**src/rtl/dep_fifo_issue.sv**
```systemverilog
module dep_fifo_issue #(
  parameter int NQ    = 4,
  parameter int DEPTH = 4,
  parameter int NREG  = 16
) (
  input  logic                 clk,
  input  logic                 rst_n,
  input  logic                 disp_valid,
  input  logic [$clog2(NREG)-1:0] disp_src_a,
  input  logic [$clog2(NREG)-1:0] disp_src_b,
  input  logic [$clog2(NREG)-1:0] disp_dst,
  input  logic                 disp_long,
  output logic                 disp_ready,
  output logic [NQ-1:0]        iss_valid,
  output logic [NQ*$clog2(NREG)-1:0] iss_src_a,
  output logic [NQ*$clog2(NREG)-1:0] iss_src_b,
  output logic [NQ*$clog2(NREG)-1:0] iss_dst,
  output logic [NQ-1:0]        iss_long,
  input  logic                 done_valid,
  input  logic [$clog2(NREG)-1:0] done_reg
);
  localparam int RW = $clog2(NREG);
  localparam int QW = (NQ > 1) ? $clog2(NQ) : 1;
  localparam int PW = (DEPTH > 1) ? $clog2(DEPTH) : 1;
  localparam int CW = $clog2(DEPTH + 1);

  logic [RW-1:0] mem_a [NQ][DEPTH];
  logic [RW-1:0] mem_b [NQ][DEPTH];
  logic [RW-1:0] mem_d [NQ][DEPTH];
  logic          mem_l [NQ][DEPTH];
  logic [PW-1:0] hd [NQ];
  logic [NQ-1:0][CW-1:0] cnt;
  logic [RW-1:0] tl [NQ];
  logic [NREG-1:0] rdy;

  logic [NQ-1:0] hr;
  logic          hit_a, hit_b, has_empty;
  logic [QW-1:0] qa, qb, qe, sel;
  logic [PW-1:0] wp;
  logic          push;

  for (genvar q = 0; q < NQ; q++) begin : g_head
    assign hr[q] = (cnt[q] != '0) && rdy[mem_a[q][hd[q]]] && rdy[mem_b[q][hd[q]]];
    assign iss_src_a[q*RW +: RW] = mem_a[q][hd[q]];
    assign iss_src_b[q*RW +: RW] = mem_b[q][hd[q]];
    assign iss_dst[q*RW +: RW]   = mem_d[q][hd[q]];
    assign iss_long[q]           = mem_l[q][hd[q]];
  end
  assign iss_valid = hr;

  always_comb begin
    hit_a = 1'b0; hit_b = 1'b0; has_empty = 1'b0;
    qa = '0; qb = '0; qe = '0;
    for (int q = NQ - 1; q >= 0; q--) begin
      if (cnt[q] != '0 && tl[q] == disp_src_a) begin hit_a = 1'b1; qa = QW'(q); end
      if (cnt[q] != '0 && tl[q] == disp_src_b) begin hit_b = 1'b1; qb = QW'(q); end
      if (cnt[q] == '0) begin has_empty = 1'b1; qe = QW'(q); end
    end
  end

  assign sel        = hit_a ? qa : (hit_b ? qb : qe);
  assign wp         = hd[sel] + PW'(cnt[sel]);
  assign disp_ready = (hit_a || hit_b || has_empty) && (cnt[sel] != CW'(DEPTH)) && rdy[disp_dst];
  assign push       = disp_valid && disp_ready;

  always_ff @(posedge clk) begin
    if (!rst_n) begin
      rdy <= '1;
      for (int q = 0; q < NQ; q++) begin
        cnt[q] <= '0;
        hd[q]  <= '0;
      end
    end else begin
      for (int q = 0; q < NQ; q++) begin
        if (hr[q]) begin
          hd[q] <= hd[q] + PW'(1);
          if (!mem_l[q][hd[q]]) rdy[mem_d[q][hd[q]]] <= 1'b1;
        end
        cnt[q] <= cnt[q] - CW'(hr[q]) + CW'(push && sel == QW'(q));
      end
      if (done_valid) rdy[done_reg] <= 1'b1;
      if (push) rdy[disp_dst] <= 1'b0;
    end
  end

  always_ff @(posedge clk) begin
    if (push) begin
      mem_a[sel][wp] <= disp_src_a;
      mem_b[sel][wp] <= disp_src_b;
      mem_d[sel][wp] <= disp_dst;
      mem_l[sel][wp] <= disp_long;
      tl[sel]        <= disp_dst;
    end
  end
endmodule

```
**config.mk**
```make
export PLATFORM = sky130hd
export DESIGN_NAME = dep_fifo_issue
export DESIGN_NICKNAME = d
export VERILOG_FILES = /design/src/rtl/dep_fifo_issue.sv
export SDC_FILE = /design/constraint.sdc
export NUM_CORES = 1
export LEC_CHECK = 0
export ABC_CLOCK_PERIOD_IN_PS = 4500
export BUFFER_PORTS_ARGS = -buffer_cell sky130_fd_sc_hd__buf_2
export CAP_MARGIN = 40
export CORE_UTILIZATION = 35
export CTS_CLUSTER_DIAMETER = 120
export DETAILED_ROUTE_END_ITERATION = 8
export HOLD_SLACK_MARGIN = 0.08
export MAX_ROUTING_LAYER = met4
export PLACE_DENSITY_LB_ADDON = 0.12
export SETUP_SLACK_MARGIN = 0.2
export SYNTH_ARGS = -nofsm -noshare
export SYNTH_HDL_FRONTEND = slang
export SYNTH_SLANG_ARGS = --single-unit
export TNS_END_PERCENT = 10
```
**constraint.sdc**
```tcl
create_clock -name clk -period 4.5 [get_ports clk]
set_clock_uncertainty 0.2 [all_clocks]
set_input_delay 0.225 -clock clk [delete_from_list [all_inputs] [get_ports clk]]
set_output_delay 0.225 -clock clk [all_outputs]
set_load 0.02 [all_outputs]
```
==> impl_metrics.toml <==
[global_route]
grt_pass1_vias = 8260
grt-ovfl-total = 0
antenna_found_initial = 1
grt_max_degree = 31
grt_use_total_pct = 22.16
grt_pass1_wl_um = 56900

[critical_path]
r2r_start = "hd[3][0]"
worstPathRequired_ns = 4.69
path_cells = "dlygate4sd3_1 -> buf_4 -> xor2_1 -> nor4_2 -> o211ai_1 -> o211ai_1 -> o211a_4 -> mux2i_1 -> mux2_4 -> a311oi_4 -> nand2_1 -> ha_1 -> inv_1 -> ha_1 -> fa_1 -> xnor2_1 -> xnor2_1 -> nor2_1"
critical_path.slowest_cell = "dlygate4sd3_1"
reg2reg_slack_ns = 0.41
critPathMaxFanout = 10
cp-start-kind = "input port"
crit_type = "input port to flip-flop"
reg2reg_depth = 14
arrival_ns = 4.29
end_kind = "flip-flop"
reg2reg_to = "cnt[11]"
critPathMaxStageDelay_ns = 0.53

[job]
maxCapViolations = 0

[cts]
clock_tree.root_cell = "clkbuf_16"
cts_max_level = 1
numCtsBuffers = 29
clock_path_buffers = 3
path_clk_slew_ns = 0.06
cts_tree = "yes"
clk_latency_ns = 0.55
numClockSinks = 260

[floorplan]
core_mm2 = 0.03566
fp.dieArea_mm2 = 0.03708
rows = 69
die_w_um = 192.6
die_y_um = 192.6
pin_count = 78
initial_core_util_pct = 35.64

[place]
dp_hpwl_um = 27840
place_congestion = 0.9124
dp_slack_ns = 0.1416
place_inst = 1393
placed_area_mm2 = 0.01411
portBuffers = 77

[power_and_ir_drop]
p_leak_nw = 5.238
ir_drop_mv = 0.5206
powerDensity_mw_per_mm2 = 829.0

[logic_synthesis]
syn_nets = 868
syn_area_mm2 = 0.01271
synth-main-ff-cell = "edfxtp_1"
synthArstFlopShare_pct = 0
synth-edff-count = 232
yosys_warnings = 0
synth_seq_cells = 260
avgSynthCellArea_um2 = 15.24
synth_top_area_cell = "edfxtp_1"
synth_cell_type_count = 70
yosysSeqAreaShare_pct = 59.23
syn_inst = 834
synth_top_area_share_pct = 54.82
netlist_top_cells_area = "edfxtp_1 (55%), mux4_2 (13%), dfxtp_1 (4.4%)"

[sta]
worstMarginPinSlew_ns = 0.8583
fmax_ghz = 0.2442
layout_min_cycle_time_ns = 4.095
maxSlewViolCount = 0
timing.final.ws_setup_ns = 0.4048
max-slew-margin-rel_pct = 42.25
finalSetupViolations = 0
post-route-period-util_pct = 91.00
rsz0062_at_grt = "yes"
hold_violations = 0
fin_setup_tns_ns = 0

[drt]
vias = 8246
dr.pass1.iters = 7
viasPerCell = 5.602
wire_per_inst_um = 26.52
drc = 10
postRouteWirelength_um = 39040
drtAntennaViolNets = 0
drt_iter0_drc = 686

[run_status]
violations = "design-rule violations"
status = "complete, but fails checks"

[worst_hold_path]
whs_path_depth = 2
min_to = "mem_d[0][11]"
hp-start = "disp_dst[3]"
hp-class = "input port to flip-flop"

[finish]
fin_cells = 1472
syn_to_final_growth_pct = 20.28
fin_area_mm2 = 0.01529
drive_gt1_share_pct = 29.70
final_nets = 1021
power by group:
group / internal (mW) / leakage, nW / total, mW / switching [mW]
combinational: 2.65 / 2.45 / 6.58 / 3.93
clock: 1.36 / 0.444 / 2.31 / 0.950
sequential: 3.48 / 2.34 / 3.79 / 0.308
total: 7.49 / 5.24 / 12.7 / 5.18
cells by family (layout without fill, tap and decap cells):
family | count (synthesis) | in the layout | share of synthesized area (%)
xor gates and xnor gates | 45 | 45 | 3.210
and+or+nand+nor | 231 | 231 | 10.26
buffers and inverters | 74 | 250 | 2.609
AOI/OAI and AO/OA | 94 | 94 | 5.720
muxes | 117 | 117 | 17.46
other | 0 | 1 | 0
DFF | 260 | 260 | 59.23
adders and majority gates | 13 | 13 | 1.516
cell type report:
| cell class | instances | area (µm²) |
|---|---|---|
| Sequential cell | 260 | 7527 |
| Timing Repair Buffer | 171 | 1266 |
| Clock buffer | 36 | 752.0 |
| Fill cell | 3295 | 20370 |
| Antenna cell | 1 | 2.502 |
| Multi-Input combinational cell | 500 | 4895 |
| Tap cell | 461 | 576.8 |
| Inverter | 25 | 93.84 |
| Clock inverter | 18 | 172.7 |
Yosys cell counts (8+ instances only):
library cell	instances
a31oi_1	13
buf_2	19
edfxtp_1	232
mux2i_1	30
nor2_1	44
xnor2_1	31
nor4_1	9
clkbuf_1	21
nand2b_1	21
nand3_1	9
a221oi_1	8
nand4_1	8
or3_1	8
nand2_1	32
and2_1	18
o21ai_0	10
inv_1	25
nor2b_1	14
xor2_1	13
ha_1	9
dfxtp_1	28
nor3_1	32
mux4_2	74
metal layers:
metal,vias up,share of wire [%],track usage [%]
met5,-,0,-
met4,0,2.4,5.360
met3,54,5.2,2.782
met2,269,47,35.68
met1,4273,45,29.79
li1,3650,-,-
worst max path at each step:
stage	to	cells past startpoint	slack, ns	startpoint
global placement	cnt[2]	18	0.24	disp_src_b[0]
detailed placement	cnt[11]	17	0.14	disp_src_b[0]
floorplan	cnt[2]	18	0.41	tl[1][3]
global route	cnt[11]	14	0.15	hd[3][0]
finish	cnt[11]	18	0.40	disp_src_b[0]
CTS	cnt[11]	18	0.24	disp_src_b[0]
critical path, delay by kind of cell:
kind / cells / cell delay, ns
adders and majority gates: 3 / 0.86
and+or+nand+nor: 3 / 0.56
AOI/OAI and AO/OA: 4 / 0.98
muxes: 2 / 0.38
buffers and inverters: 3 / 0.79
xor gates and xnor gates: 3 / 0.48
per-stage QoR:
step | power (mW) | util, % | hold WS (ns)
2_1_floorplan | 7.876 | - | 0.1239
3_3_place_gp | 10.31 | 39.57 | 0.3554
3_5_place_dp | 10.31 | 39.57 | 0.3688
4_1_cts | 12.65 | 42.51 | 0.08979
5_1_grt | 13.43 | 42.87 | 0.09074
6_report | 12.67 | 42.87 | 0.09633
what timing repair did:
action                     4_1_cts  5_1_grt
hold buffers                    12        0
resized for setup                1       11
pin swaps                        0        5
buffers inserted                 0       12
setup endpoints to repair        2      200
hold endpoints to repair       140        0
flip-flops by register name (all words and copies together), names as in the netlist:
signal  cells
mem_d      64
mem_l      16
rdy        16
tl         16
cnt        12
hd          8
mem_b      64
mem_a      64
cells in the final DEF, fill, tap and decap left out, drive strengths merged, types with 21 or more instances in the layout:
master / count
nand2b: 21
clkbuf: 37
mux4: 81
nor2: 44
nand2: 32
buf: 158
dfxtp: 28
inv: 26
edfxtp: 232
mux2i: 30
xnor2: 31
nor3: 32
Note: power is estimated with default switching activity, not from simulation.
